`config.mk`:
```
export PLATFORM = sky130hd
export DESIGN_NAME = phase_tap_encoder
export DESIGN_NICKNAME = d
export VERILOG_FILES = /design/src/rtl/ptap_pkg.sv /design/src/rtl/ptap_split.sv /design/src/rtl/ptap_divider.sv /design/src/rtl/phase_tap_encoder.sv
export SDC_FILE = /design/constraint.sdc
export NUM_CORES = 2
export LEC_CHECK = 0
export ABC_AREA = 1
export BUFFER_PORTS_ARGS = -buffer_cell sky130_fd_sc_hd__buf_2
export CAP_MARGIN = 20
export CORE_MARGIN = 4
export CORE_UTILIZATION = 55
export CTS_CLUSTER_DIAMETER = 60
export CTS_CLUSTER_SIZE = 10
export DETAILED_ROUTE_END_ITERATION = 7
export PLACE_DENSITY = 0.74
export SLEW_MARGIN = 20
export SYNTH_ARGS = -nofsm -noshare
export SYNTH_HDL_FRONTEND = slang
export SYNTH_HIERARCHICAL = 1
export SYNTH_SLANG_ARGS = --single-unit
```
`constraint.sdc`:
```
create_clock -name clk -period 12.43 [get_ports clk]
set_clock_uncertainty 0.05 [all_clocks]
set_input_delay 1.8645 -clock clk [delete_from_list [all_inputs] [get_ports clk]]
set_output_delay 1.8645 -clock clk [all_outputs]
set_load 0.05 [all_outputs]
```
`src/rtl/ptap_pkg.sv`:
```
package ptap_pkg;
    typedef enum logic [2:0] {
        S_IDLE,
        S_ENC_RATE,
        S_ENC_TAPS,
        S_DEC_RATE,
        S_DEC_PROD,
        S_DEC_WRAP
    } ptap_state_e;

    localparam int unsigned DEG_W    = 9;
    localparam int unsigned RATE_W   = 32;
    localparam int unsigned TAP_W    = 8;
    localparam int unsigned STEP_DEG = 90;
    localparam int unsigned FULL_DEG = 360;
    localparam int unsigned TAP_FACT = 216;     // 36 * (60 ps / 10)
    localparam int unsigned ENC_NUM  = 10000000;
    localparam int unsigned ENC_RDIV = 1000;
    localparam int unsigned DEC_RDIV = 10000;
    localparam int unsigned DEC_DDIV = 1000000;
endpackage

```
`src/rtl/ptap_split.sv`:
```
module ptap_split
    import ptap_pkg::*;
(
    input  logic [DEG_W-1:0] deg,
    output logic [1:0]       quad,
    output logic [6:0]       rem,
    output logic             bad
);
    logic [DEG_W-1:0] base;

    always_comb begin
        bad = (deg >= DEG_W'(FULL_DEG));
        if (deg < DEG_W'(STEP_DEG)) begin
            quad = 2'd0; base = DEG_W'(0);
        end else if (deg < DEG_W'(2*STEP_DEG)) begin
            quad = 2'd1; base = DEG_W'(STEP_DEG);
        end else if (deg < DEG_W'(3*STEP_DEG)) begin
            quad = 2'd2; base = DEG_W'(2*STEP_DEG);
        end else begin
            quad = 2'd3; base = DEG_W'(3*STEP_DEG);
        end
        rem = 7'(deg - base);
    end
endmodule

```
`src/rtl/ptap_divider.sv`:
```
module ptap_divider #(
    parameter int unsigned W = 40
) (
    input  logic         clk,
    input  logic         rst_n,
    input  logic         start,
    input  logic [W-1:0] num,
    input  logic [W-1:0] den,
    output logic         busy,
    output logic         done,
    output logic [W-1:0] quot,
    output logic [W-1:0] rmd
);
    localparam int unsigned CW = $clog2(W + 1);

    logic [W:0]    acc;
    logic [W:0]    trial;
    logic [W-1:0]  q;
    logic [W-1:0]  d;
    logic [CW-1:0] cnt;

    always_comb trial = {acc[W-1:0], q[W-1]};

    always_ff @(posedge clk or negedge rst_n) begin
        if (!rst_n) begin
            acc  <= '0;
            q    <= '0;
            d    <= '0;
            cnt  <= '0;
            busy <= 1'b0;
            done <= 1'b0;
        end else begin
            done <= 1'b0;
            if (start && !busy) begin
                acc  <= '0;
                q    <= num;
                d    <= den;
                cnt  <= CW'(W);
                busy <= 1'b1;
            end else if (busy) begin
                if (trial >= {1'b0, d}) begin
                    acc <= trial - {1'b0, d};
                    q   <= {q[W-2:0], 1'b1};
                end else begin
                    acc <= trial;
                    q   <= {q[W-2:0], 1'b0};
                end
                cnt <= cnt - CW'(1);
                if (cnt == CW'(1)) begin
                    busy <= 1'b0;
                    done <= 1'b1;
                end
            end
        end
    end

    assign quot = q;
    assign rmd  = acc[W-1:0];


    rem_lt_den_chk: assert property (@(posedge clk) disable iff (!rst_n)
        (done && d != '0) |-> (acc < {1'b0, d}));


    done_idle_chk: assert property (@(posedge clk) disable iff (!rst_n)
        done |-> !busy);
endmodule

```
`src/rtl/phase_tap_encoder.sv`:
```
module phase_tap_encoder
    import ptap_pkg::*;
#(
    parameter int unsigned DW = 40
) (
    input  logic              clk,
    input  logic              rst_n,
    input  logic              start,
    input  logic              decode_mode,
    input  logic              sel_sample,
    input  logic [DEG_W-1:0]  degrees,
    input  logic [RATE_W-1:0] src_rate,
    input  logic [15:0]       stored_img,
    output logic              done,
    output logic              err,
    output logic              target_sample,
    output logic [31:0]       reg_word,
    output logic [DEG_W-1:0]  phase_deg
);
    localparam logic [DW-1:0] K_ENC_NUM  = DW'(ENC_NUM);
    localparam logic [DW-1:0] K_ENC_RDIV = DW'(ENC_RDIV);
    localparam logic [DW-1:0] K_DEC_RDIV = DW'(DEC_RDIV);
    localparam logic [DW-1:0] K_DEC_DDIV = DW'(DEC_DDIV);
    localparam logic [DW-1:0] K_FULL     = DW'(FULL_DEG);
    localparam logic [DW-1:0] K_FACT     = DW'(TAP_FACT);
    localparam logic [DW-1:0] K_STEP     = DW'(STEP_DEG);
    localparam logic [DW-1:0] K_TAPMAX   = DW'((1 << TAP_W) - 1);

    ptap_state_e state, nxt;

    logic [RATE_W-1:0] card;
    logic [1:0]        sp_quad;
    logic [6:0]        sp_rem;
    logic              sp_bad;
    logic              img_en;

    logic [1:0]        quad_q;
    logic [6:0]        rem_q;
    logic [TAP_W-1:0]  tap_q;

    logic              div_go;
    logic [DW-1:0]     div_num, div_den, div_quot, div_rmd;
    logic              div_busy, div_done;
    logic [DW-1:0]     dly_den;

    assign card   = src_rate >> 1;
    assign img_en = stored_img[11];
    assign dly_den = div_quot * K_FACT;

    ptap_split u_split (
        .deg  (degrees),
        .quad (sp_quad),
        .rem  (sp_rem),
        .bad  (sp_bad)
    );

    ptap_divider #(.W(DW)) u_div (
        .clk   (clk),
        .rst_n (rst_n),
        .start (div_go),
        .num   (div_num),
        .den   (div_den),
        .busy  (div_busy),
        .done  (div_done),
        .quot  (div_quot),
        .rmd   (div_rmd)
    );

    function automatic logic [31:0] pack_word(input logic [1:0] qd,
                                              input logic [TAP_W-1:0] tp);
        logic [31:0] w;
        w        = '0;
        w[27:17] = '1;
        w[11]    = |tp;
        w[10:3]  = tp;
        w[2:1]   = qd;
        return w;
    endfunction

    // next-state logic
    always_comb begin
        nxt = state;
        unique case (state)
            S_IDLE: begin
                if (start) begin
                    if (decode_mode) begin
                        if (card != '0 && img_en) nxt = S_DEC_RATE;
                    end else if (card != '0 && !sp_bad && sp_rem != '0) begin
                        nxt = S_ENC_RATE;
                    end
                end
            end
            S_ENC_RATE: if (div_done) nxt = S_ENC_TAPS;
            S_ENC_TAPS: if (div_done) nxt = S_IDLE;
            S_DEC_RATE: if (div_done) nxt = S_DEC_PROD;
            S_DEC_PROD: if (div_done) nxt = S_DEC_WRAP;
            S_DEC_WRAP: if (div_done) nxt = S_IDLE;
            default:    nxt = S_IDLE;
        endcase
    end

    // state register
    always_ff @(posedge clk or negedge rst_n) begin
        if (!rst_n) state <= S_IDLE;
        else        state <= nxt;
    end

    // datapath and outputs
    always_ff @(posedge clk or negedge rst_n) begin
        if (!rst_n) begin
            done          <= 1'b0;
            err           <= 1'b0;
            target_sample <= 1'b0;
            reg_word      <= '0;
            phase_deg     <= '0;
            quad_q        <= '0;
            rem_q         <= '0;
            tap_q         <= '0;
            div_go        <= 1'b0;
            div_num       <= '0;
            div_den       <= '0;
        end else begin
            div_go <= 1'b0;
            unique case (state)
                S_IDLE: begin
                    if (start) begin
                        done          <= 1'b0;
                        target_sample <= sel_sample;
                        rem_q         <= sp_rem;
                        tap_q         <= stored_img[10:3];
                        quad_q        <= decode_mode ? stored_img[2:1] : sp_quad;
                        if (decode_mode) begin
                            err <= 1'b0;
                            if (card == '0) begin
                                phase_deg <= '0;
                                done      <= 1'b1;
                            end else if (!img_en) begin
                                phase_deg <= DEG_W'(stored_img[2:1]) * DEG_W'(STEP_DEG);
                                done      <= 1'b1;
                            end else begin
                                div_go  <= 1'b1;
                                div_num <= DW'(card);
                                div_den <= K_DEC_RDIV;
                            end
                        end else if (card == '0 || sp_bad) begin
                            err      <= 1'b1;
                            reg_word <= '0;
                            done     <= 1'b1;
                        end else if (sp_rem == '0) begin
                            err      <= 1'b0;
                            reg_word <= pack_word(sp_quad, '0);
                            done     <= 1'b1;
                        end else begin
                            div_go  <= 1'b1;
                            div_num <= DW'(card);
                            div_den <= K_ENC_RDIV;
                        end
                    end
                end
                S_ENC_RATE: begin
                    if (div_done) begin
                        div_go  <= 1'b1;
                        div_num <= DW'(rem_q) * K_ENC_NUM + (dly_den >> 1);
                        div_den <= dly_den;
                    end
                end
                S_ENC_TAPS: begin
                    if (div_done) begin
                        reg_word <= pack_word(quad_q,
                            (div_quot > K_TAPMAX) ? TAP_W'(K_TAPMAX) : div_quot[TAP_W-1:0]);
                        err  <= 1'b0;
                        done <= 1'b1;
                    end
                end
                S_DEC_RATE: begin
                    if (div_done) begin
                        div_go  <= 1'b1;
                        div_num <= DW'(tap_q) * K_FACT * div_quot + (K_DEC_DDIV >> 1);
                        div_den <= K_DEC_DDIV;
                    end
                end
                S_DEC_PROD: begin
                    if (div_done) begin
                        div_go  <= 1'b1;
                        div_num <= DW'(quad_q) * K_STEP + div_quot;
                        div_den <= K_FULL;
                    end
                end
                S_DEC_WRAP: begin
                    if (div_done) begin
                        phase_deg <= div_rmd[DEG_W-1:0];
                        done      <= 1'b1;
                    end
                end
                default: ;
            endcase
        end
    end


    hold_chk: assert property (@(posedge clk) disable iff (!rst_n)
        (state == S_IDLE && done && !start) |=> (done && $stable(reg_word) && $stable(phase_deg)));


    err_word_chk: assert property (@(posedge clk) disable iff (!rst_n)
        err |-> (reg_word == '0));


    phase_range_chk: assert property (@(posedge clk) disable iff (!rst_n)
        phase_deg < DEG_W'(FULL_DEG));


    tap_enable_chk: assert property (@(posedge clk) disable iff (!rst_n)
        reg_word[11] == (reg_word[10:3] != '0));


    mask_chk: assert property (@(posedge clk) disable iff (!rst_n)
        (reg_word != '0) |-> (reg_word[27:17] == '1 && reg_word[31:28] == '0 &&
                              reg_word[16:12] == '0 && reg_word[0] == 1'b0));


    busy_no_done_chk: assert property (@(posedge clk) disable iff (!rst_n)
        (state != S_IDLE) |-> !done);
endmodule

```
==> impl_metrics.sql <==
INSERT INTO impl_metrics (metric_group, metric, value, unit) VALUES
('setup_path', 'critical-path-max-stage-delay', '0.61', 'ns'),
('synthesis', 'number_of_synthesis_warnings', '6', ''),
('floorplan', 'initial_core_utilization', '55.8', '%'),
('place', 'gp_routability_congestion', '1.04', ''),
('floorplan', 'placement_rows', '95', ''),
('grt', 'global_route_wire_length_before_repair', '185000', 'um'),
('synthesis', 'proportion_of_netlist_area_held_by_the_largest_area_contributor', '21.3', '%'),
('grt', 'grt_antenna_before_repair', '2', ''),
('timing', 'setup_total_negative_slack', '0', 'ns'),
('timing', 'fmax', '94.3', 'MHz'),
('setup_path', 'worstSetupEndpointType', 'flip-flop', ''),
('grt', 'grt_max_degree', '120', ''),
('floorplan', 'design.die.area', '0.0728', 'mm^2'),
('route', 'dr_total_vias', '34200', ''),
('timing', 'post-route-min-period', '10.61', 'ns'),
('setup_path', 'ff2ff_setup_slack', '1.82', 'ns'),
('route', 'first_iter_violations', '2423', ''),
('route', 'detailedRoute.firstPassIterationCount', '6', ''),
('synthesis', 'syn_area', '0.0377', 'mm^2'),
('synthesis', 'synth.cells.most_frequent', 'sky130_fd_sc_hd__nand2_1 (1507), sky130_fd_sc_hd__inv_1 (1076), sky130_fd_sc_hd__fa_1 (402)', ''),
('timing', 'worst_slew_margin_relative_to_its_limit', '14.7', '%'),
('min_path', 'number_of_cells_on_the_worst_hold_path', '2', ''),
('outcome', 'run_status', 'finished, final reports clean', ''),
('route', 'drt_wl_total', '115000', 'um'),
('synthesis', 'post_synth_num_cell_types', '65', ''),
('layout', 'layout.nets', '6121', ''),
('layout', 'areaGrowthSynthToFinish', '5.14', '%'),
('setup_path', 'cp_slowest_cell', 'sky130_fd_sc_hd__nand2_1', ''),
('synthesis', 'synth-edff-count', '0', ''),
('synthesis', 'synth_sequential_area_ratio', '16.6', '%'),
('clocking', 'cts_resized', '0', ''),
('synthesis', 'synthDominantAreaCellType', 'sky130_fd_sc_hd__fa_1', ''),
('clocking', 'count_of_hold_fix_buffers_inserted_at_cts', '0', ''),
('synthesis', 'synth_ff_type', 'sky130_fd_sc_hd__dfrtp_1', ''),
('synthesis', 'postSynthAreaPerCell', '7.06', 'um^2'),
('setup_path', 'required', '12.85', 'ns'),
('place', 'placement.io_buffers', '89', ''),
('timing', 'finalHoldViolCount', '0', ''),
('flow_run', 'timing.max_cap.violations', '0', ''),
('floorplan', 'die_width', '270', 'um'),
('clocking', 'clock_sink_count', '250', ''),
('timing', 'grt_setup_unrepaired', 'false', ''),
('setup_path', 'path_common_cell', 'sky130_fd_sc_hd__nand2_1', ''),
('grt', 'globalRouteOverflowTotal', '0', ''),
('clocking', 'clkTransAtPathRegs', '0.06', 'ns'),
('min_path', 'worst_hold_path_type', 'flip-flop to flip-flop', ''),
('floorplan', 'ioPinCount', '106', ''),
('min_path', 'hold_path.startpoint', 'phase_deg[4]', ''),
('route', 'drtAntennaViolNets', '0', ''),
('route', 'post-route-drc-count', '0', ''),
('clocking', 'insertion_delay', '0.60', 'ns'),
('setup_path', 'timing.setup.critical_path_class', 'flip-flop to flip-flop', ''),
('timing', 'report.final.setup_viol', '0', ''),
('synthesis', 'yosys-top-cells-area', 'sky130_fd_sc_hd__fa_1 (21%), sky130_fd_sc_hd__dfrtp_1 (17%), sky130_fd_sc_hd__nand2_1 (15%)', ''),
('place', 'dpl.hpwl', '93200', 'um'),
('synthesis', 'netlist_instances', '5344', ''),
('route', 'wl_per_cell', '18.5', 'um'),
('setup_path', 'worstPathMaxFanout', '40', ''),
('clocking', 'cts_tree', 'done', ''),
('setup_path', 'worstReg2RegStart', 'tap_q[0]', ''),
('synthesis', 'yosys.cell_count.top_type', 'sky130_fd_sc_hd__nand2_1', ''),
('layout', 'count_of_inserted_antenna_diode_cells', '0', ''),
('grt', 'vias_in_the_first_global_route', '34500', ''),
('clocking', 'number_of_h_tree_levels', '1', ''),
('floorplan', 'placeableCoreArea', '0.0676', 'mm^2'),
('clocking', 'cts.repair_timing.setup_buffer_count', '0', ''),
('clocking', 'clockBufferDepth', '3', ''),
('layout', 'post_route_cells_drive_above_1_share', '5.43', '%'),
('setup_path', 'critical_path.startpoint_type', 'flip-flop', ''),
('clocking', 'ctsRootBufferMaster', 'sky130_fd_sc_hd__clkbuf_16', ''),
('timing', 'maxSlewViolCount', '0', '');
-- state kept, by name (all words and copies together) (netlist names), 2 cells and up --
signal / flops
div_num: 40
u_div/acc: 40
u_div/d: 40
u_div/quot: 40
div_den: 37
reg_word: 12
phase_deg: 9
tap_q: 8
rem_q: 7
u_div/cnt: 6
state: 3
quad_q: 2
-- cell type report --
class                           count  area (um^2)  share of cell area (%)
Multi-Input combinational cell   3832        26600                    67.1
Sequential cell                   250         6260                    15.8
Inverter                         1107         4160                    10.5
Tap cell                          873         1090                    2.75
Timing Repair Buffer              118          697                    1.76
Clock inverter                      5         56.3                   0.142
Clock buffer                       33          772                    1.95
-- cells by family after synthesis --
| family | Yosys count | share of synthesized area [%] |
|---|---|---|
| AO/OA/AOI/OAI | 618 | 9.36 |
| XOR/XNOR | 101 | 2.36 |
| adder cells (fa/ha/maj) | 720 | 31.9 |
| buffers and inverters | 1274 | 13.0 |
| flip-flops | 250 | 16.6 |
| multiplexers | 1 | 0.0298 |
| other | 1 | 0.00994 |
| AND/OR/NAND/NOR | 2379 | 26.7 |
-- critical path: cells and delay by family, from the launching register on --
kind | cells | cell delay [ns]
xor+xnor | 1 | 0.28
compound gates | 2 | 0.44
buf+inv | 11 | 1.85
fa+ha+maj | 10 | 4.35
flops | 1 | 0.32
simple gates | 22 | 3.18
-- routing by layer --
| layer | track usage, % | vias up | routed length, um |
|---|---|---|---|
| met4 | 15.2 | 0 | 6860 |
| met2 | 53.6 | 1126 | 54000 |
| li1 | - | 16400 | - |
| met1 | 40.2 | 16300 | 46400 |
| met5 | 0 | - | 0 |
| met3 | 4.34 | 281 | 7620 |
-- worst max path at each step --
stage / from / endpoint / slack, ns / cells past startpoint
2_1_floorplan: tap_q[1] / div_num[39] / 4.27 / 47
3_3_place_gp: tap_q[0] / div_num[31] / 2.12 / 40
3_5_place_dp: tap_q[0] / div_num[32] / 2.06 / 45
4_1_cts: tap_q[0] / div_num[32] / 1.97 / 45
5_1_grt: tap_q[0] / div_num[31] / 1.37 / 40
6_report: tap_q[0] / div_num[32] / 1.82 / 46
-- layout by cell type (no fill, tap or decap), types with 11 or more instances in the layout --
| master | Yosys | final |
|---|---|---|
| sky130_fd_sc_hd__xor2_1 | 59 | 59 |
| sky130_fd_sc_hd__ha_1 | 318 | 318 |
| sky130_fd_sc_hd__o21ai_1 | 22 | 21 |
| sky130_fd_sc_hd__nor2_2 | 21 | 23 |
| sky130_fd_sc_hd__inv_2 | 23 | 24 |
| sky130_fd_sc_hd__a31oi_1 | 14 | 14 |
| sky130_fd_sc_hd__o211ai_1 | 24 | 24 |
| sky130_fd_sc_hd__a22o_1 | 15 | 15 |
| sky130_fd_sc_hd__o21ai_0 | 225 | 225 |
| sky130_fd_sc_hd__or2_2 | 15 | 15 |
| sky130_fd_sc_hd__inv_1 | 1076 | 1073 |
| sky130_fd_sc_hd__buf_4 | 27 | 27 |
| sky130_fd_sc_hd__conb_1 | 1 | 13 |
| sky130_fd_sc_hd__a22oi_1 | 11 | 11 |
| sky130_fd_sc_hd__a21oi_1 | 218 | 217 |
| sky130_fd_sc_hd__clkbuf_16 | 0 | 30 |
| sky130_fd_sc_hd__o221ai_1 | 14 | 14 |
| sky130_fd_sc_hd__nand3_1 | 250 | 250 |
| sky130_fd_sc_hd__nand2_2 | 25 | 25 |
| sky130_fd_sc_hd__nor2_1 | 370 | 366 |
| sky130_fd_sc_hd__nand2_1 | 1507 | 1507 |
| sky130_fd_sc_hd__nor3_1 | 36 | 36 |
| sky130_fd_sc_hd__buf_2 | 19 | 88 |
| sky130_fd_sc_hd__xnor2_1 | 41 | 41 |
| sky130_fd_sc_hd__nand4_1 | 43 | 43 |
| sky130_fd_sc_hd__nand3b_1 | 53 | 53 |
| sky130_fd_sc_hd__fa_1 | 402 | 402 |
| sky130_fd_sc_hd__nor4_1 | 21 | 21 |
| sky130_fd_sc_hd__dfrtp_1 | 250 | 249 |
-- per-stage QoR --
step,hold slack [ns],std cells,utilization (%),cell area [um^2],worst slack (ns)
finish,0.425,6218,58.6,39700,1.82
floorplan,0.399,5356,-,37800,4.27
CTS,0.423,6217,58.6,39600,1.97
global route,0.447,6218,58.6,39700,1.37
global placement,0.406,6179,57.4,38800,2.12
detailed placement,0.408,6179,57.4,38800,2.06
Power is left out: the tool's default activity adds up to more than one toggle a clock period on the data nets, which glitch-free logic cannot reach.
